==> src/rtl/i2c_evt_pkg.sv <==
package i2c_evt_pkg;
    localparam int NFLAG    = 4;
    localparam int BYTE_W   = 8;
    localparam int RA_W     = 2;

    localparam int FLG_STOP = 0;
    localparam int FLG_AFST = 1;
    localparam int FLG_MEMA = 2;
    localparam int FLG_TXDN = 3;

    localparam logic [RA_W-1:0] RA_STAT = 2'd0;
    localparam logic [RA_W-1:0] RA_EN   = 2'd1;
    localparam logic [RA_W-1:0] RA_PTR  = 2'd2;

    typedef enum logic [2:0] {
        PH_IDLE,
        PH_ADDR,
        PH_WFIRST,
        PH_WREST,
        PH_RDATA
    } phase_e;
endpackage

==> src/rtl/i2c_evt_sync.sv <==
module i2c_evt_sync #(
    parameter int W     = 2,
    parameter int DEPTH = 2
) (
    input  logic         clk,
    input  logic         rst_n,
    input  logic [W-1:0] async_in,
    output logic [W-1:0] sync_out
);
    for (genvar i = 0; i < W; i++) begin : g_bit
        logic [DEPTH-1:0] chain_d, chain_q;

        always_comb begin
            chain_d = {chain_q[DEPTH-2:0], async_in[i]};
        end

        always_ff @(posedge clk or negedge rst_n) begin
            if (!rst_n) chain_q <= '1;
            else        chain_q <= chain_d;
        end

        assign sync_out[i] = chain_q[DEPTH-1];
    end
endmodule

==> src/rtl/i2c_evt_bus_mon.sv <==
module i2c_evt_bus_mon
    import i2c_evt_pkg::*;
#(
    parameter int ADDR_W    = 7,
    parameter int AS_CYCLES = 2
) (
    input  logic              clk,
    input  logic              rst_n,
    input  logic              scl_s,
    input  logic              sda_s,
    input  logic [ADDR_W-1:0] own_addr,
    output logic [NFLAG-1:0]  evt,
    output logic              ptr_we,
    output logic [BYTE_W-1:0] ptr_val
);
    localparam int AS_W  = $clog2(AS_CYCLES + 1);
    localparam int BC_W  = $clog2(BYTE_W + 1);
    localparam logic [AS_W-1:0] AS_LAST  = AS_W'(AS_CYCLES);
    localparam logic [BC_W-1:0] ACK_SLOT = BC_W'(BYTE_W);

    typedef struct packed {
        logic              scl_p;
        logic              sda_p;
        phase_e            phase;
        logic [BC_W-1:0]   bit_cnt;
        logic [BYTE_W-1:0] shreg;
        logic              as_armed;
        logic [AS_W-1:0]   as_cnt;
        logic [NFLAG-1:0]  evt;
        logic              ptr_we;
        logic [BYTE_W-1:0] ptr_val;
    } mon_t;

    mon_t st_d, st_q;
    logic scl_rise, scl_fall, bus_start, bus_stop;
    logic addr_hit;

    always_comb begin
        scl_rise  = scl_s & ~st_q.scl_p;
        scl_fall  = ~scl_s & st_q.scl_p;
        bus_start = scl_s & st_q.scl_p & st_q.sda_p & ~sda_s;
        bus_stop  = scl_s & st_q.scl_p & ~st_q.sda_p & sda_s;
        addr_hit  = (st_q.shreg[BYTE_W-1:1] == own_addr);

        st_d         = st_q;
        st_d.scl_p   = scl_s;
        st_d.sda_p   = sda_s;
        st_d.evt     = '0;
        st_d.ptr_we  = 1'b0;

        if (bus_start) begin
            st_d.phase    = PH_ADDR;
            st_d.bit_cnt  = '0;
            st_d.as_armed = 1'b1;
            st_d.as_cnt   = '0;
        end else if (bus_stop) begin
            st_d.evt[FLG_STOP] = 1'b1;
            st_d.phase         = PH_IDLE;
            st_d.bit_cnt       = '0;
            st_d.as_armed      = 1'b0;
        end else begin
            if (st_q.as_armed) begin
                if (scl_rise && st_q.as_cnt != AS_LAST)
                    st_d.as_cnt = st_q.as_cnt + 1'b1;
                if (scl_fall && st_q.as_cnt == AS_LAST) begin
                    st_d.evt[FLG_AFST] = 1'b1;
                    st_d.as_armed      = 1'b0;
                end
            end
            if (scl_rise && st_q.phase != PH_IDLE) begin
                if (st_q.bit_cnt != ACK_SLOT) begin
                    st_d.shreg   = {st_q.shreg[BYTE_W-2:0], sda_s};
                    st_d.bit_cnt = st_q.bit_cnt + 1'b1;
                end else begin
                    st_d.bit_cnt = '0;
                    unique case (st_q.phase)
                        PH_ADDR: begin
                            if (!addr_hit)           st_d.phase = PH_IDLE;
                            else if (st_q.shreg[0])  st_d.phase = PH_RDATA;
                            else                     st_d.phase = PH_WFIRST;
                        end
                        PH_WFIRST: begin
                            st_d.ptr_we        = 1'b1;
                            st_d.ptr_val       = st_q.shreg;
                            st_d.evt[FLG_MEMA] = 1'b1;
                            st_d.phase         = PH_WREST;
                        end
                        PH_RDATA: begin
                            st_d.evt[FLG_TXDN] = 1'b1;
                            if (sda_s) st_d.phase = PH_IDLE;
                        end
                        default: ;
                    endcase
                end
            end
        end
    end

    always_ff @(posedge clk or negedge rst_n) begin
        if (!rst_n) begin
            st_q       <= '0;
            st_q.scl_p <= 1'b1;
            st_q.sda_p <= 1'b1;
            st_q.phase <= PH_IDLE;
        end else begin
            st_q <= st_d;
        end
    end

    assign evt     = st_q.evt;
    assign ptr_we  = st_q.ptr_we;
    assign ptr_val = st_q.ptr_val;
endmodule

==> src/rtl/i2c_evt_regs.sv <==
module i2c_evt_regs
    import i2c_evt_pkg::*;
(
    input  logic              clk,
    input  logic              rst_n,
    input  logic [NFLAG-1:0]  evt,
    input  logic              ptr_we,
    input  logic [BYTE_W-1:0] ptr_val,
    input  logic              wr_en,
    input  logic [RA_W-1:0]   wr_addr,
    input  logic [BYTE_W-1:0] wr_data,
    input  logic [RA_W-1:0]   rd_addr,
    output logic [BYTE_W-1:0] rd_data,
    output logic [NFLAG-1:0]  flags,
    output logic [NFLAG-1:0]  en,
    output logic [BYTE_W-1:0] ptr,
    output logic              irq
);
    localparam int PAD_W = BYTE_W - NFLAG;

    typedef struct packed {
        logic [NFLAG-1:0]  flags;
        logic [NFLAG-1:0]  en;
        logic [BYTE_W-1:0] ptr;
    } reg_t;

    reg_t rg_d, rg_q;

    always_comb begin
        rg_d = rg_q;
        if (wr_en && wr_addr == RA_STAT) rg_d.flags = wr_data[NFLAG-1:0];
        if (wr_en && wr_addr == RA_EN)   rg_d.en    = wr_data[NFLAG-1:0];
        rg_d.flags = rg_d.flags | evt;
        if (ptr_we) rg_d.ptr = ptr_val;
    end

    always_ff @(posedge clk or negedge rst_n) begin
        if (!rst_n) rg_q <= '0;
        else        rg_q <= rg_d;
    end

    always_comb begin
        unique case (rd_addr)
            RA_STAT: rd_data = {{PAD_W{1'b0}}, rg_q.flags};
            RA_EN:   rd_data = {{PAD_W{1'b0}}, rg_q.en};
            RA_PTR:  rd_data = rg_q.ptr;
            default: rd_data = '0;
        endcase
    end

    assign flags = rg_q.flags;
    assign en    = rg_q.en;
    assign ptr   = rg_q.ptr;
    assign irq   = |(rg_q.flags & rg_q.en);
endmodule

==> src/rtl/i2c_slv_evt_irq.sv <==
module i2c_slv_evt_irq
    import i2c_evt_pkg::*;
#(
    parameter int SYNC_DEPTH = 2,
    parameter int AS_CYCLES  = 2
) (
    input  logic                clk,
    input  logic                rst_n,
    input  logic                scl_in,
    input  logic                sda_in,
    input  logic [BYTE_W-2:0]   own_addr,
    input  logic                wr_en,
    input  logic [RA_W-1:0]     wr_addr,
    input  logic [BYTE_W-1:0]   wr_data,
    input  logic [RA_W-1:0]     rd_addr,
    output logic [BYTE_W-1:0]   rd_data,
    output logic                irq
);
    logic [1:0]        bus_s;
    logic [NFLAG-1:0]  evt_w;
    logic              ptr_we_w;
    logic [BYTE_W-1:0] ptr_val_w;
    logic [NFLAG-1:0]  flags_w;
    logic [NFLAG-1:0]  en_w;
    logic [BYTE_W-1:0] ptr_w;

    i2c_evt_sync #(.W(2), .DEPTH(SYNC_DEPTH)) u_sync (
        .clk      (clk),
        .rst_n    (rst_n),
        .async_in ({scl_in, sda_in}),
        .sync_out (bus_s)
    );

    i2c_evt_bus_mon #(.ADDR_W(BYTE_W-1), .AS_CYCLES(AS_CYCLES)) u_mon (
        .clk      (clk),
        .rst_n    (rst_n),
        .scl_s    (bus_s[1]),
        .sda_s    (bus_s[0]),
        .own_addr (own_addr),
        .evt      (evt_w),
        .ptr_we   (ptr_we_w),
        .ptr_val  (ptr_val_w)
    );

    i2c_evt_regs u_regs (
        .clk      (clk),
        .rst_n    (rst_n),
        .evt      (evt_w),
        .ptr_we   (ptr_we_w),
        .ptr_val  (ptr_val_w),
        .wr_en    (wr_en),
        .wr_addr  (wr_addr),
        .wr_data  (wr_data),
        .rd_addr  (rd_addr),
        .rd_data  (rd_data),
        .flags    (flags_w),
        .en       (en_w),
        .ptr      (ptr_w),
        .irq      (irq)
    );
endmodule

==> config.mk <==
export PLATFORM = sky130hd
export DESIGN_NAME = i2c_slv_evt_irq
export DESIGN_NICKNAME = d
export VERILOG_FILES = /design/src/rtl/i2c_evt_pkg.sv /design/src/rtl/i2c_evt_sync.sv /design/src/rtl/i2c_evt_bus_mon.sv /design/src/rtl/i2c_evt_regs.sv /design/src/rtl/i2c_slv_evt_irq.sv
export SDC_FILE = /design/constraint.sdc
export NUM_CORES = 1
export LEC_CHECK = 0
export BUFFER_PORTS_ARGS = -buffer_cell sky130_fd_sc_hd__buf_2
export CORE_MARGIN = 2
export CORE_UTILIZATION = 51
export DETAILED_ROUTE_END_ITERATION = 8
export PLACE_DENSITY = 0.84
export SLEW_MARGIN = 20
export SYNTH_ARGS = -nofsm -noshare
export SYNTH_HDL_FRONTEND = slang
export SYNTH_SLANG_ARGS = --single-unit
==> constraint.sdc <==
create_clock -name clk -period 1.6 [get_ports clk]
set_input_delay 0 -clock clk [delete_from_list [all_inputs] [get_ports clk]]
set_output_delay 0 -clock clk [all_outputs]
set_load 0.01 [all_outputs]
==> run metrics <==
CP arrival 2.05 ns; layout cell share with drive strength beyond 1 41.9%; Crit Path Category reg2reg; Clock transition at path regs 0.10 ns; number of nets in the layout 267; Post-route DRC 0; Worst R2R End u_mon.ptr_val[0]$_DFFE_PN0P_; WHS Path Cells 3; crit path cell chain inv_2 > ha_1 > nand3b_1 > or2_4 > nor4b_4 > buf_6 > mux2_2; wirelength, routed 4280 um; antenna cells 0; Area after DPL 2670 um^2; top cell type's share of synthesized area 49.2%; Port Buffers 28; Final Hold Viols 0; Die X 71.7 um; status finished with violations; Synthesized Nets 210; total track usage 18.5%; Clock Latency Late Sink 0.30 ns; die area 5150 um^2; Core Footprint 4380 um^2; Pins Over Slew Limit 0; fin worst setup slack -0.265 ns; Via density 5.35; Worst EP required 1.79 ns; Syn Area/Cell 12.8 um^2; DR WL/cell 14.6 um; Pleak 1.44 nW; Final Util 67.2%; hold path start wr_addr[0]; # IOs 33; Async S/R FF share, synth 100%; post-DP HPWL 3000 um; Synth Warn # 0; IR drop worst, VDD 0.557 mV; Synth Register Bits 52; initial DRC count 105; CTS H-tree depth 2; Setup-failing EPs final 10; post-synthesis sequential area ratio 55.9%; Hold Crit Endpoint u_regs.en[3]$_DFFE_PN0P_; area grow syn2layout 25.9%; Worst Path Max Fanout 9; Synth Cell Area 2340 um^2; gpl congestion 0.822; Top Family by Delay on Critical Path simple AND/OR/NAND/NOR gates; initial antenna violation count 0; Reg2Reg Setup Slack -0.26 ns; largest net degree at the start of global routing 30; CTS Sinks 52; Worst R2R Path Depth 7; post-route cell area 2950 um^2; post-layout min period 1.86 ns; CTS tree built; period utilization 117%; CP max stage delay 0.40 ns; Initial Utilization 53.4%; Cells after Synth 183; RSZ-0062 raised after global routing yes; Worst slew margin 63.9%; clock buffer count from CTS 5; Area contributors post-synth dfrtp_1 49%, mux2_2 14%, dfstp_2 6.7%; Clock Tree Root clkbuf_8; CP Launch Type flop; Die Y 71.7 um; vias 1569; failing checks setup timing; first-pass GRT wire length 7400 um; Tightest Pin Transition 0.541 ns; number of library cell types mapped by synthesis 39; largest area contributor in the netlist dfrtp_1; row count 24; Max Buffers Root-to-Sink 2; max-cap violation count 0; pwr/cell area 1110 nW/um^2; CP bufs+invs 2; vias in the first global route 1593; Crit-path slowest cell dfrtp_1; dominant synthesized flop cell dfrtp_1; DRT Pass-1 Iters 4; EDFF count, synth 0; total congestion overflow 0; antenna viol nets, final 0; class of the worst hold path in2reg; Worst setup EP type flop; r2r startpoint u_mon.st_q[25]$_DFFE_PN0P_; fmax 536 MHz; Clock Skew 0.00965 ns
## layout make-up
class | count | area, um^2
Clock inverter | 2 | 38.8
Fill cell | 312 | 1440
Timing Repair Buffer | 56 | 418
Multi-Input combinational cell | 120 | 1010
Inverter | 5 | 18.8
Tap cell | 52 | 65.1
Clock buffer | 6 | 82.6
Sequential cell | 52 | 1310
## worst min-delay path: stages
cell      delay (ns)
buf_2           0.10
nand3b_1        0.19
mux2_2          0.18
## worst max-delay path by stage
stage | startpoint | cells past startpoint | to | slack (ns)
global placement | u_mon.st_q[25]$_DFFE_PN0P_ | 7 | u_mon.ptr_val[4]$_DFFE_PN0P_ | -0.18
detailed placement | u_mon.st_q[25]$_DFFE_PN0P_ | 7 | u_mon.ptr_val[1]$_DFFE_PN0P_ | -0.24
finish | u_mon.st_q[25]$_DFFE_PN0P_ | 7 | u_mon.ptr_val[0]$_DFFE_PN0P_ | -0.26
CTS | u_mon.st_q[25]$_DFFE_PN0P_ | 7 | u_mon.ptr_val[0]$_DFFE_PN0P_ | -0.25
global route | u_mon.st_q[25]$_DFFE_PN0P_ | 7 | u_mon.ptr_val[0]$_DFFE_PN0P_ | -0.36
floorplan | u_mon.st_q[24]$_DFFE_PN0P_ | 7 | u_mon.ptr_val[0]$_DFFE_PN0P_ | -0.15
## power by group
part	switching [mW]	internal, mW	total (mW)
registers	0.169	1.50	1.67
logic	0.293	0.382	0.675
clock network	0.424	0.512	0.936
## cells in the final DEF (no fill, tap or decap), drive strengths merged, types with 4 or more instances in the layout
cell,netlist,layout
buf,3,48
dfrtp,46,46
mux2,29,29
o21ai,11,11
xnor2,10,10
nand2,7,7
dlygate4sd3,0,7
clkbuf,3,7
nor2b,6,6
mux2i,6,6
dfstp,6,6
nor3b,5,5
inv,5,5
and2,4,4
a211o,4,4
nor3,4,4
## cells by family after synthesis
group / after synthesis / synth area share [%]
and+or+nand+nor: 48 / 13.0
buffers and inverters: 11 / 2.35
muxes: 35 / 16.5
AOI/OAI and AO/OA: 24 / 6.84
xor gates and xnor gates: 10 / 3.74
DFF: 52 / 55.9
adders and majority gates: 3 / 1.60
## per-stage QoR
stage / setup TNS (ns) / hold slack [ns] / setup WS [ns] / cells / power, mW
floorplan: -1.18 / -0.296 / -0.145 / 183 / 2.06
detailed placement: -2.24 / 0.0172 / -0.244 / 275 / 2.32
CTS: -2.31 / 0.191 / -0.254 / 290 / 3.27
global route: -3.25 / 0.228 / -0.359 / 293 / 3.48
global placement: -1.69 / 0.0104 / -0.185 / 275 / 2.27
finish: -2.35 / 0.203 / -0.265 / 293 / 3.28
## registers in the layout (all words and copies together) (netlist names)
register and flops:
u_regs.en 4, u_mon.ptr_val 8, u_mon.st_q 20, u_sync.g_bit.chain_q 4, u_regs.ptr 8, u_mon.evt 4, u_regs.flags 4
## synthesized netlist by cell type, types with 4 or more instances
cell	instances
nor2b_1	6
xnor2_1	10
nor3b_1	5
a211o_1	4
dfstp_2	6
and2_1	4
o21ai_0	11
mux2i_1	6
nor3_1	4
mux2_2	29
nand2_1	7
inv_1	5
dfrtp_1	46
## metal layers
metal	track usage (%)	share of wire [%]
met5	0	0
met4	6.92	1.9
met3	3.80	2.8
met2	31.0	51
met1	23.8	45
## timing repair
item	in CTS	in global routing
pin swaps	0	3
buffers inserted	0	2
resized for setup	5	7
hold buffers	7	0
endpoints found under the setup margin	11	18
cloned	0	1
hold endpoints to repair	27	0
Note: power is estimated with default switching activity, not from simulation.
